==> config.mk <==
export PLATFORM = sky130hd
export DESIGN_NAME = cipher_unpack
export DESIGN_NICKNAME = d
export VERILOG_FILES = /design/src/rtl/cu_pkg.sv /design/src/rtl/cu_bitbuf.sv /design/src/rtl/cu_decomp.sv /design/src/rtl/cipher_unpack.sv
export SDC_FILE = /design/constraint.sdc
export NUM_CORES = 1
export LEC_CHECK = 0
export BUFFER_PORTS_ARGS = -buffer_cell sky130_fd_sc_hd__buf_2
export CORE_UTILIZATION = 60
export CTS_CLUSTER_SIZE = 28
export DETAILED_ROUTE_END_ITERATION = 8
export PLACE_DENSITY = 0.89
export SLEW_MARGIN = 10
export SYNTH_ARGS = -nofsm -noshare
export SYNTH_HDL_FRONTEND = slang
export SYNTH_HIERARCHICAL = 1
export SYNTH_SLANG_ARGS = --single-unit
==> constraint.sdc <==
create_clock -name clk_i -period 11.4 [get_ports clk_i]
set_clock_uncertainty 0.15 [all_clocks]
set_input_delay 1.14 -clock clk_i [delete_from_list [all_inputs] [get_ports clk_i]]
set_output_delay 1.14 -clock clk_i [all_outputs]
set_load 0.02 [all_outputs]
==> src/rtl/cu_pkg.sv <==
package cu_pkg;
  typedef enum logic [1:0] {ST_IDLE, ST_RUN, ST_FIN} cu_state_e;

  function automatic logic rank_ok(logic [2:0] k);
    return (k == 3'd2) || (k == 3'd3) || (k == 3'd4);
  endfunction

  function automatic logic [3:0] du_of(logic [2:0] k);
    return (k == 3'd4) ? 4'd11 : 4'd10;
  endfunction

  function automatic logic [3:0] dv_of(logic [2:0] k);
    return (k == 3'd4) ? 4'd5 : 4'd4;
  endfunction
endpackage

==> src/rtl/cu_bitbuf.sv <==
module cu_bitbuf #(
  parameter int MAX_D = 11,
  localparam int BUF_W = MAX_D + 7,
  localparam int CNT_W = $clog2(BUF_W + 1)
) (
  input  logic             clk_i,
  input  logic             rst_ni,
  input  logic             clr_i,
  input  logic             push_i,
  input  logic [7:0]       push_byte_i,
  input  logic             pop_i,
  input  logic [3:0]       width_i,
  output logic [MAX_D-1:0] sym_o,
  output logic [CNT_W-1:0] cnt_o
);
  logic [BUF_W-1:0] bits_q, bits_d, shifted;
  logic [CNT_W-1:0] cnt_q, cnt_d, base;
  logic [MAX_D-1:0] mask;

  always_comb begin
    shifted = pop_i ? (bits_q >> width_i) : bits_q;
    base    = cnt_q - (pop_i ? CNT_W'(width_i) : '0);
    bits_d  = shifted;
    cnt_d   = base;
    if (push_i) begin
      // new byte lands above what survives this cycle's pop
      bits_d = shifted | (BUF_W'(push_byte_i) << base);
      cnt_d  = base + CNT_W'(8);
    end
  end

  always_ff @(posedge clk_i or negedge rst_ni) begin
    if (!rst_ni) begin
      bits_q <= '0;
      cnt_q  <= '0;
    end else if (clr_i) begin
      bits_q <= '0;
      cnt_q  <= '0;
    end else begin
      bits_q <= bits_d;
      cnt_q  <= cnt_d;
    end
  end

  assign mask  = (MAX_D'(1) << width_i) - MAX_D'(1);
  assign sym_o = bits_q[MAX_D-1:0] & mask;
  assign cnt_o = cnt_q;

  p_no_overflow_r7: assert property (@(posedge clk_i) disable iff (!rst_ni)
    cnt_q <= CNT_W'(BUF_W));
  p_pop_has_bits_r7: assert property (@(posedge clk_i) disable iff (!rst_ni)
    pop_i |-> (cnt_q >= CNT_W'(width_i)));
endmodule

==> src/rtl/cu_decomp.sv <==
module cu_decomp #(
  parameter int Q      = 3329,
  parameter int MAX_D  = 11,
  parameter int COEF_W = 12,
  localparam int PW    = MAX_D + COEF_W
) (
  input  logic [MAX_D-1:0]  sym_i,
  input  logic [3:0]        d_i,
  output logic [COEF_W-1:0] coef_o
);
  logic [PW-1:0] prod, half, sum;

  always_comb begin
    prod   = PW'(Q) * PW'(sym_i);
    half   = PW'(1) << (d_i - 4'd1);
    sum    = prod + half;
    coef_o = COEF_W'(sum >> d_i);
  end
endmodule

==> src/rtl/cipher_unpack.sv <==
module cipher_unpack
  import cu_pkg::*;
#(
  parameter int Q      = 3329,
  parameter int NCOEF  = 256,
  parameter int ADDR_W = 11,
  parameter int SLOT_W = 3,
  parameter int V_SLOT = 4,
  parameter int MAX_D  = 11,
  parameter int COEF_W = 12,
  localparam int IDX_W = $clog2(NCOEF),
  localparam int BUF_W = MAX_D + 7,
  localparam int CNT_W = $clog2(BUF_W + 1)
) (
  input  logic              clk_i,
  input  logic              rst_ni,
  input  logic              start_i,
  input  logic [2:0]        rank_i,
  output logic              busy_o,
  output logic              done_o,
  output logic              rd_en_o,
  output logic [ADDR_W-1:0] rd_addr_o,
  input  logic [7:0]        rd_data_i,
  output logic              cw_en_o,
  output logic [SLOT_W-1:0] cw_slot_o,
  output logic [IDX_W-1:0]  cw_idx_o,
  output logic [COEF_W-1:0] cw_data_o
);
  cu_state_e         st_q;
  logic              sec_q, rd_pend_q, done_q;
  logic [2:0]        k_q, poly_q;
  logic [3:0]        du_q, dv_q, width;
  logic [IDX_W-1:0]  idx_q;
  logic [ADDR_W-1:0] left_q, addr_q;
  logic [CNT_W-1:0]  cnt;
  logic [CNT_W:0]    room;
  logic [MAX_D-1:0]  sym;
  logic [COEF_W-1:0] coef;
  logic              accept, pop, last_idx, sec_switch, final_pop, clr;

  assign accept     = (st_q == ST_IDLE) && start_i && rank_ok(rank_i);
  assign width      = sec_q ? dv_q : du_q;
  assign pop        = (st_q == ST_RUN) && (cnt >= CNT_W'(width));
  assign last_idx   = (idx_q == IDX_W'(NCOEF - 1));
  assign sec_switch = pop && !sec_q && last_idx && (poly_q == k_q - 3'd1);
  assign final_pop  = pop && sec_q && last_idx;
  assign clr        = accept || sec_switch;

  // fill level next cycle before any new request lands
  assign room = {1'b0, cnt} - (pop ? (CNT_W+1)'(width) : '0)
              + (rd_pend_q ? (CNT_W+1)'(8) : '0);
  assign rd_en_o = (st_q == ST_RUN) && (left_q != '0) && !sec_switch
                 && (room + (CNT_W+1)'(8) <= (CNT_W+1)'(BUF_W));
  assign rd_addr_o = addr_q;

  cu_bitbuf #(.MAX_D(MAX_D)) i_bitbuf (
    .clk_i      (clk_i),
    .rst_ni     (rst_ni),
    .clr_i      (clr),
    .push_i     (rd_pend_q),
    .push_byte_i(rd_data_i),
    .pop_i      (pop),
    .width_i    (width),
    .sym_o      (sym),
    .cnt_o      (cnt)
  );

  cu_decomp #(.Q(Q), .MAX_D(MAX_D), .COEF_W(COEF_W)) i_decomp (
    .sym_i (sym),
    .d_i   (width),
    .coef_o(coef)
  );

  always_ff @(posedge clk_i or negedge rst_ni) begin
    if (!rst_ni) begin
      st_q      <= ST_IDLE;
      sec_q     <= 1'b0;
      rd_pend_q <= 1'b0;
      done_q    <= 1'b0;
      k_q       <= 3'd2;
      poly_q    <= '0;
      du_q      <= 4'd10;
      dv_q      <= 4'd4;
      idx_q     <= '0;
      left_q    <= '0;
      addr_q    <= '0;
      cw_en_o   <= 1'b0;
      cw_slot_o <= '0;
      cw_idx_o  <= '0;
      cw_data_o <= '0;
    end else begin
      rd_pend_q <= rd_en_o;
      cw_en_o   <= 1'b0;
      done_q    <= 1'b0;
      unique case (st_q)
        ST_IDLE: if (accept) begin
          st_q   <= ST_RUN;
          k_q    <= rank_i;
          du_q   <= du_of(rank_i);
          dv_q   <= dv_of(rank_i);
          sec_q  <= 1'b0;
          poly_q <= '0;
          idx_q  <= '0;
          addr_q <= '0;
          left_q <= (ADDR_W'(du_of(rank_i)) * ADDR_W'(rank_i)) << 5;
        end
        ST_RUN: begin
          if (rd_en_o) begin
            addr_q <= addr_q + ADDR_W'(1);
            left_q <= left_q - ADDR_W'(1);
          end
          if (pop) begin
            idx_q     <= idx_q + IDX_W'(1);
            cw_en_o   <= 1'b1;
            cw_slot_o <= sec_q ? SLOT_W'(V_SLOT) : SLOT_W'(poly_q);
            cw_idx_o  <= idx_q;
            cw_data_o <= coef;
            if (sec_switch) begin
              sec_q  <= 1'b1;
              left_q <= ADDR_W'(dv_q) << 5;
            end else if (last_idx && !sec_q) begin
              poly_q <= poly_q + 3'd1;
            end
            if (final_pop) st_q <= ST_FIN;
          end
        end
        ST_FIN: begin
          done_q <= 1'b1;
          st_q   <= ST_IDLE;
        end
        default: st_q <= ST_IDLE;
      endcase
    end
  end

  assign busy_o = (st_q != ST_IDLE);
  assign done_o = done_q;

  p_below_q_r4: assert property (@(posedge clk_i) disable iff (!rst_ni)
    cw_en_o |-> (cw_data_o < COEF_W'(Q)));
  p_done_pulse_r8: assert property (@(posedge clk_i) disable iff (!rst_ni)
    done_o |=> !done_o);
  p_done_after_write_r8: assert property (@(posedge clk_i) disable iff (!rst_ni)
    $rose(done_o) |-> ($past(cw_en_o) && !busy_o));
  p_ignore_start_r9: assert property (@(posedge clk_i) disable iff (!rst_ni)
    (busy_o && start_i) |=> $stable(k_q));
  p_no_stray_byte_r6: assert property (@(posedge clk_i) disable iff (!rst_ni)
    sec_switch |-> !rd_pend_q);
  p_idle_no_read_r10: assert property (@(posedge clk_i) disable iff (!rst_ni)
    !busy_o |-> !rd_en_o);
endmodule

==> results of run 1 <==
==> final timing paths <==
kind | to | slack, ps | cells after the start
worst max-delay path | rd_en_o | 4020 | 21
worst min-delay path | cw_data_o[8]$_DFFE_PN0P_ | 320 | 2
worst max register to register | cw_data_o[7]$_DFFE_PN0P_ | 4250 | 27
worst min register to register | cw_data_o[8]$_DFFE_PN0P_ | 320 | 2
max in group asynchronous | dv_q[0]$_DFFE_PN0P_ | 9420 | 2
min in group asynchronous | rd_addr_o[8]$_DFFE_PN0P_ | 580 | 1
==> metal layers <==
layer / part of all wire (%) / vias up / global-route usage (%)
met3: 6.6 / 61 / 5.17
met1: 43 / 4093 / 37.7
li1: - / 4131 / -
met2: 48 / 397 / 49.0
met5: 0 / - / 0
met4: 2.5 / 0 / 9.10
==> worst max-delay path: cells and delay by family (launching register included) <==
family / cells / cell delay, ps
buffers and inverters: 8 / 1880
adders and majority gates: 4 / 1560
and+or+nand+nor: 4 / 1100
AOI/OAI and AO/OA: 4 / 660
DFF: 1 / 370
xor gates and xnor gates: 1 / 160
==> area by class of cell <==
type	instances	area, µm²
repair buffers	58	310
inverters	94	354
clock inverters	7	66.3
clock buffers	9	225
flip-flops and latches	89	2230
fillers	1294	5480
well taps	216	270
multi-input cells	900	6950
==> cells in the final DEF (no fill, tap or decap), types with 9 or more instances in the layout <==
cell,synthesis,final
nor2b_1,16,16
nand2_1,154,154
dfrtp_1,88,87
xnor2_1,20,20
clkbuf_16,0,9
a31oi_1,15,15
or3_1,11,11
mux2_2,15,15
nand3_1,33,33
o211ai_1,11,11
buf_2,12,50
a211oi_1,13,13
a21o_1,16,16
inv_1,90,89
fa_1,19,19
and2_1,11,11
nor2_1,78,78
o31ai_1,10,10
mux2i_1,40,40
xor2_1,17,17
nand4_1,14,14
o21ai_0,44,44
nor3_1,17,17
mux4_2,13,13
ha_1,120,120
a21oi_1,67,67
==> registers in the layout, summed over array words and instances (netlist names) <==
register         count
poly_q               3
k_q                  3
done_o               1
left_q              11
cw_en_o              1
idx_q                8
cw_slot_o            3
dv_q                 1
i_bitbuf/cnt_o       5
cw_idx_o             8
cw_data_o           12
rd_pend_q            1
st_q                 2
sec_q                1
i_bitbuf/bits_q     18
rd_addr_o           11
==> per-stage QoR <==
| stage | util, % | hold slack (ps) | setup slack, ps |
|---|---|---|---|
| 4_1_cts | 65.5 | 328 | 4040 |
| 6_report | 65.5 | 324 | 4020 |
| 3_5_place_dp | 63.7 | 312 | 4320 |
| 5_1_grt | 65.5 | 361 | 3660 |
| 2_1_floorplan | - | 313 | 4760 |
| 3_3_place_gp | 63.7 | 302 | 4590 |
==> Yosys cell counts (11+ instances only) <==
master	n	area (µm²)
o21ai_0	44	220
nand4_1	14	87.6
o211ai_1	11	82.6
inv_1	90	338
dfrtp_1	88	2200
a21oi_1	67	335
or3_1	11	68.8
xor2_1	17	149
nor2_1	78	293
mux4_2	13	293
ha_1	120	1500
a31oi_1	15	93.8
buf_2	12	60.1
nor3_1	17	85.1
mux2_2	15	169
a21o_1	16	120
a211oi_1	13	97.6
clkbuf_1	26	97.6
fa_1	19	380
nand2_1	154	578
xnor2_1	20	175
mux2i_1	40	400
nand3_1	33	165
nor2b_1	16	100
and2_1	11	68.8
==> logic make-up (layout without fill, tap and decap cells) <==
group	after synthesis	after routing	share of synthesized area, %
AND/OR/NAND/NOR	388	388	18.8
AO/OA/AOI/OAI	253	253	17.4
buffers and inverters	149	168	6.40
adder cells (fa/ha/maj)	139	139	19.2
flip-flops	89	89	22.8
multiplexers	81	81	11.7
XOR/XNOR	39	39	3.64
==> flow_summary.ini, run 1 <==
[sta]
finalSetupTns_ps = 0
setup_viol = 0
worstMarginPinSlew_ps = 1070
min_period_ps = 7380
slew_headroom_pct = 28.4
max_freq_ghz = 0.136
rsz0062_at_grt = false
min_period_over_period_pct = 64.7
slew_violations = 0
finalHoldViolCount = 0

[layout]
diodes = 0
area_growth_pct = 6.32
drive_above_1_share_pct = 11.8
final_area_um2 = 10400
fin_cells = 1373
nets = 1305

[grt]
antenna_found_initial = 0
globalRouteOverflowTotal = 0
grt_start_max_net_pins = 66
grt_first_pass_wirelength_mm = 39.2
grt_pass1_vias = 8184
grt.total_usage_pct = 29.0

[setup_path]
worst_path_largest_cell_delay_ps = 520
crit_top_cell = inv_1
crit_chain = clkinv_2, buf_4, ha_1, o21ai_0, o21ai_0, o311ai_4, buf_4, inv_1, nand2_1, inv_1, ha_1, inv_1, fa_1, fa_1, xnor2_1, a21oi_1, or3_4, nor3_2, nand2_1, inv_1, buf_2
critical_path.max_fanout = 65
slowest_stage = buf_4
endpoint_kind = primary output
crit_arrival_ps = 6090
startpoint = sec_q$_DFFE_PN0P_
crit_type = reg -> out
r2r-start = dv_q[0]$_DFFE_PN0P_
required_ps = 10110
critPathLaunchType = register

[clock_network]
path_clk_slew_ps = 70
root_buffer = clkbuf_16
clk_path_buf_depth = 2
cts_hold_buf = 0
h-tree-depth = 3
clock_sinks = 89
cts_setup_buffers = 0
cts_buffers = 9
cts-resized-gates = 0
insertion_delay_ps = 350
cts_tree = done

[synthesis]
avgSynthCellArea_um2 = 8.60
yosysSeqAreaShare_pct = 22.8
synth_area_um2 = 9790
synth_edf_count = 0
ys_ff_latch = 89
synthesis.instances = 1138
synthArstFlopShare_pct = 100
ys.flop_type = dfrtp_1
ys_types = 92
syn_nets = 1291
yosys_warnings = 6

[place]
placed_cells = 1357
post-dp-hpwl_mm = 18.0
portBuffers = 51
dpl_cell_area_um2 = 10100
routabilityCongestion = 0.964

[floorplanning]
coreArea_um2 = 15900
row_count = 46
pin_count = 52
initial_core_util_pct = 61.6
die_area_um2 = 16800
die-height_um = 130
die_w_um = 130

[drt]
avgViaCountPerCell = 6.32
drt_first_pass_iters = 5
wl_per_cell_um = 17.3
drc_errors = 0
via_count = 8682
antenna_left = 0
drt-initial-drc-count = 709
drt-total-wl_mm = 23.8

[worst_hold_path]
hold_class = reg -> reg
min-delay-start = cw_data_o[8]$_DFFE_PN0P_

[outcome]
status = complete, no violations

[flow_run]
drv_cap = 0
Power of run 1 is not shown: default switching activity piles up to over one toggle a cycle in this logic, so the estimate is an artifact.
==> run 2, diff against run 1 <==
==> constraint.sdc (replaced) <==
create_clock -name clk_i -period 6.9 [get_ports clk_i]
set_clock_uncertainty 0.15 [all_clocks]
set_input_delay 0.69 -clock clk_i [delete_from_list [all_inputs] [get_ports clk_i]]
set_output_delay 0.69 -clock clk_i [all_outputs]
set_load 0.02 [all_outputs]
==> run 2 against run 1 <==
  * Register-to-register slack got worse by 3800 ps
  * Global-route usage grew 1.1 points
  * Critical path depth up 4
  * Via count grew 2.4%
  * Die area is the same
  * Core utilization is 0.53 points higher
  * First-iteration DRC count up 9.4%
  * Worst hold slack worse by 250 ps
  * Routed wire length increased by 2.8%
  * Largest cell class unchanged
  * Highest routed layer unchanged
==> flow_summary.ini, run 2 (synthesis results as in run 1) <==
[layout]
regMostFlops = i_bitbuf/bits_q
reg_top3 = i_bitbuf/bits_q (18), cw_data_o (12)
multiInputGateArea_um2 = 6970
layout_commonest_cell = nand2_1
regArea_um2 = 2230
area_growth_pct = 7.17
diodes = 0
nets = 1312
mostFrequentLayoutCells = 154 x nand2_1, 117 x ha_1, 89 x inv_1
nFillCells = 1279
drive_above_1_share_pct = 13.0
largest_reg_flops = 18

[sta]
finalHoldViolCount = 0
min_period_ps = 6470
setup_viol = 0
rsz0062_at_grt = false
min_period_over_period_pct = 93.8
slew_headroom_pct = 28.6
worstMarginPinSlew_ps = 1060
finalSetupTns_ps = 0
slew_violations = 0
max_freq_ghz = 0.155

[floorplanning]
die_w_um = 130
die_area_um2 = 16800
initial_core_util_pct = 61.6
row_count = 46
coreArea_um2 = 15900
pin_count = 52
die-height_um = 130

[grt]
grtUsageMet1_pct = 38.8
use_met3_pct = 4.43
grt.total_usage_pct = 30.0
grt_start_max_net_pins = 67
antenna_found_initial = 0
grt_first_pass_wirelength_mm = 40.4
grt_pass1_vias = 8386
use_met2_pct = 51.5
globalRouteOverflowTotal = 0
gr-max-usage-layer = met2

[clock_network]
clock_sinks = 89
clk_path_buf_depth = 2
root_buffer = clkbuf_16
h-tree-depth = 3
path_clk_slew_ps = 80
cts_tree = done
insertion_delay_ps = 360
cts_buffers = 9

[place]
routabilityCongestion = 0.980
portBuffers = 51
post-dp-hpwl_mm = 18.5

[setup_path]
critical_path.max_fanout = 11
reg2reg_setup_slack_ps = 430
startpoint = sec_q$_DFFE_PN0P_
path_buf_inv = 3
worst_path_largest_cell_delay_ps = 570
reg2reg_depth = 25
r2r-end = cw_data_o[4]$_DFFE_PN0P_
required_ps = 6990
crit_arrival_ps = 6560
slowest_stage = fa_1
worst_path_dominant_cell_family = adder cells
r2r-start = sec_q$_DFFE_PN0P_
endpoint_kind = register
critPathLaunchType = register
crit_type = reg -> reg

[drt]
via_count = 8887
antenna_left = 0
avgViaCountPerCell = 6.44
drt_first_pass_iters = 5
drt-initial-drc-count = 776
drc_errors = 0
drt-total-wl_mm = 24.5
wl_per_cell_um = 17.7

[outcome]
status = complete, no violations

[worst_hold_path]
hold_class = in -> async

[flow_run]
drv_cap = 0
-- run 2: timing repair --
| action | CTS | global route |
|---|---|---|
| endpoints found under the hold margin | 0 | 0 |
| buffers inserted | 0 | 0 |
| resized for setup | 0 | 8 |
| hold buffers | 0 | 0 |
| endpoints found under the setup margin | 0 | 8 |
-- run 2: how the worst max path moves through the flow --
| stage | to | cells past startpoint |
|---|---|---|
| 6_report | cw_data_o[4]$_DFFE_PN0P_ | 25 |
| 3_5_place_dp | cw_data_o[4]$_DFFE_PN0P_ | 25 |
| 3_3_place_gp | cw_data_o[6]$_DFFE_PN0P_ | 26 |
| 2_1_floorplan | cw_data_o[4]$_DFFE_PN0P_ | 29 |
| 5_1_grt | cw_data_o[9]$_DFFE_PN0P_ | 27 |
| 4_1_cts | cw_data_o[4]$_DFFE_PN0P_ | 25 |
-- run 2: cell type report --
cell class | instances | share of cell area, %
flip-flops and latches | 89 | 21.3
well taps | 216 | 2.58
multi-input cells | 900 | 66.5
inverters | 94 | 3.38
repair buffers | 65 | 3.50
clock inverters | 7 | 0.680
clock buffers | 9 | 2.15
-- run 2: worst reg2reg max path, cell delays in order (launching register included) --
cell	delay, ps
dfrtp_1	420
clkinv_2	130
nor2_1	220
nand2_1	170
ha_2	280
nor3_1	180
a21oi_1	50
o21ai_0	140
and2_1	260
ha_1	270
ha_1	280
ha_1	280
inv_1	50
fa_1	530
inv_1	50
fa_1	570
ha_2	330
a21oi_1	210
o2111ai_1	210
a21oi_4	200
o21bai_2	100
xor2_1	180
mux4_2	510
mux4_2	470
nand2_1	70
nand2_1	60
-- run 2: layer usage --
metal | share of wire, % | wire length [µm]
met1 | 42 | 10300
met2 | 49 | 12000
met3 | 6.1 | 1480
met4 | 2.7 | 657
met5 | 0 | 0
-- run 2: per-stage QoR --
stage | hold WS, ps | instances | utilization [%] | instance area, µm² | worst slack (ps)
4_1_cts | 82.9 | 1380 | 65.9 | 10500 | 323
3_3_place_gp | 302 | 1364 | 64.0 | 10200 | 468
5_1_grt | 86.0 | 1380 | 66.0 | 10500 | 101
2_1_floorplan | 244 | 1138 | - | 9790 | 263
6_report | 68.9 | 1380 | 66.0 | 10500 | 428
3_5_place_dp | 309 | 1364 | 64.0 | 10200 | 352
Power of run 2 is left out for the same reason.
==> run 3, diff against run 2 <==
--- a/config.mk
+++ b/config.mk
@@ -9,9 +9,8 @@
 export CORE_UTILIZATION = 60
 export CTS_CLUSTER_SIZE = 28
 export DETAILED_ROUTE_END_ITERATION = 8
-export PLACE_DENSITY = 0.89
+export PLACE_DENSITY = 0.9
 export SLEW_MARGIN = 10
 export SYNTH_ARGS = -nofsm -noshare
 export SYNTH_HDL_FRONTEND = slang
-export SYNTH_HIERARCHICAL = 1
 export SYNTH_SLANG_ARGS = --single-unit
==> run 3 against run 2 <==
  * Critical path depth fell by 3
  * Synthesized cell count fell by 22%
  * Sequential share of layout area rose by 4.8 points
  * Worst setup slack improved by 260 ps
  * Flip-flop and latch count did not move
  * Core utilization rose by 1.4 points
  * Area after synthesis fell by 20%
  * Die area fell by 20%
  * Final area fell by 19%
==> flow_summary.ini, run 3 <==
[outcome]
status = complete, no violations

[sta]
min_period_over_period_pct = 90.1
setup_viol = 0
rsz0062_at_grt = false
finalSetupTns_ps = 0
slew_violations = 0
slew_headroom_pct = 21.5
finalHoldViolCount = 0
worstMarginPinSlew_ps = 1180
min_period_ps = 6210
max_freq_ghz = 0.161

[grt]
globalRouteOverflowTotal = 0
antenna_found_initial = 0
grt_pass1_vias = 6282
grt_first_pass_wirelength_mm = 29.9
grt.total_usage_pct = 28.5
grt_start_max_net_pins = 63

[drt]
via_count = 6673
drc_errors = 0
wl_per_cell_um = 16.6
wl_met2_mm = 8.87
wl_met3_mm = 1.02
drt_first_pass_iters = 8
drt-initial-drc-count = 600
avgViaCountPerCell = 6.01
antenna_left = 0
highest_layer = met4
drt-met1-wl_mm = 7.98
drt-total-wl_mm = 18.5

[synthesis]
synthTopCellsByArea = dfrtp_1 28%, ha_1 18%, fa_1 5.1%, nand2_1 4.9%, inv_1 4.0%
yosysSeqAreaShare_pct = 28.5
synth_top_area_cell = dfrtp_1
synthesis.instances = 893
synthArstFlopShare_pct = 100
synth_area_um2 = 7810
ys_types = 65
synth_top_area_share_pct = 28.2
ys.flop_type = dfrtp_1
synth_common_cells = 113 x ha_1, 103 x nand2_1, 88 x dfrtp_1
avgSynthCellArea_um2 = 8.75
yosys_warnings = 0
ys_ff_latch = 89
synth_edf_count = 0
yosysMostFrequentCell = ha_1

[clock_network]
cts_tree = done
cts_setup_buffers = 0
clock_sinks = 89
clk_path_buf_depth = 2
h-tree-depth = 3
cts-resized-gates = 0
cts_hold_buf = 0
root_buffer = clkbuf_16
insertion_delay_ps = 350
path_clk_slew_ps = 60
cts_buffers = 9

[setup_path]
reg2reg_depth = 21
slowest_stage = buf_4
reg2reg_setup_slack_ps = 930
r2r-start = dv_q[0]$_DFFE_PN0P_
critical_path.max_fanout = 37
worst_path_dominant_cell_family = buffers and inverters
critPathLaunchType = register
crit_chain = buf_4, ha_1, nand2b_1, a21o_1, a21o_1, a211o_1, nand2_1, buf_4, nor2_1, inv_1, ha_1, xnor2_1, ha_1, ha_1, a21o_1, a21oi_1, xnor2_1, a211oi_1, buf_4, nand2_1, inv_1, buf_2
endpoint_kind = primary output
required_ps = 6060
crit_top_cell = ha_1
crit_arrival_ps = 5370
crit_type = reg -> out
path_buf_inv = 6
worst-path-stages = 22
worst_path_largest_cell_delay_ps = 390
r2r-end = cw_data_o[8]$_DFFE_PN0P_

[layout]
diodes = 0
area_growth_pct = 9.42
mostFrequentLayoutCells = 113 x ha_1, 103 x nand2_1, 88 x dfrtp_1
regArea_um2 = 2230
reg_top3 = i_bitbuf.bits_q (18), cw_data_o (12)
drive_above_1_share_pct = 10.7
multiInputGateArea_um2 = 5150
nets = 1082
largest_reg_flops = 18
layout_commonest_cell = ha_1
nFillCells = 1003
regMostFlops = i_bitbuf.bits_q

[worst_hold_path]
hold_class = in -> async

[place]
routabilityCongestion = 0.933
portBuffers = 51
post-dp-hpwl_mm = 13.9

[floorplanning]
die_area_um2 = 13500
initial_core_util_pct = 61.7
pin_count = 52
die_w_um = 116
row_count = 41
die-height_um = 116
coreArea_um2 = 12700

[flow_run]
drv_cap = 0
==> run 3: area by class of cell <==
class                   instances  share of cell area (%)
clock buffers                   9                    2.63
well taps                     172                    2.52
inverters                      83                    3.64
repair buffers                 61                    3.89
clock inverters                 5                   0.951
multi-input cells             691                    60.3
flip-flops and latches         89                    26.1
==> run 3: metal layers <==
metal  global-route usage [%]  vias to the layer above
met4                     12.1                        0
met5                        0                        -
met3                     5.92                       51
li1                         -                     3184
met1                     36.5                     3155
met2                     47.1                      283
==> run 3: worst register-to-register path: stages (launching register included) <==
cell       delay, ps
dfrtp_1          330
buf_4            390
inv_1             90
buf_4            200
nor2_1           110
ha_1             250
nor2b_1          330
ha_1             310
ha_1             290
ha_1             300
fa_1             530
inv_1             50
fa_1             520
inv_1             50
ha_1             350
nand4_1          170
nor2_1           220
o2111ai_1        160
and3_1           180
xnor2_1          130
mux4_2           470
mux2_2           270
==> run 3: worst max-delay path by stage <==
stage	startpoint	endpoint	slack [ps]
2_1_floorplan	dv_q[0]$_DFFE_PN0P_	cw_data_o[8]$_DFFE_PN0P_	950
3_3_place_gp	dv_q[0]$_DFFE_PN0P_	cw_data_o[8]$_DFFE_PN0P_	1150
3_5_place_dp	dv_q[0]$_DFFE_PN0P_	cw_data_o[8]$_DFFE_PN0P_	1000
4_1_cts	dv_q[0]$_DFFE_PN0P_	rd_en_o	760
5_1_grt	dv_q[0]$_DFFE_PN0P_	rd_en_o	330
6_report	dv_q[0]$_DFFE_PN0P_	rd_en_o	690
==> run 3: kinds of logic (layout without fill, tap and decap cells) <==
kind of cell / count (synthesis) / count (layout) / share of synthesized area, %
multiplexers: 35 / 35 / 5.37
flip-flops: 89 / 89 / 28.5
other: 2 / 10 / 0.0961
XOR/XNOR: 44 / 44 / 4.93
buffers and inverters: 121 / 158 / 5.89
AND/OR/NAND/NOR: 289 / 289 / 17.0
adder cells (fa/ha/maj): 133 / 133 / 23.2
AO/OA/AOI/OAI: 180 / 180 / 14.9
==> run 3: through the flow <==
stage	hold WS (ps)	setup WS, ps	instances	area (µm²)	utilization (%)
5_1_grt	106	328	1110	8550	67.5
4_1_cts	93.0	761	1110	8550	67.5
2_1_floorplan	244	952	901	7840	-
3_5_place_dp	308	1000	1096	8240	65.0
6_report	89.6	685	1110	8550	67.5
3_3_place_gp	296	1150	1096	8240	65.0
Power of run 3 is left out for the same reason.
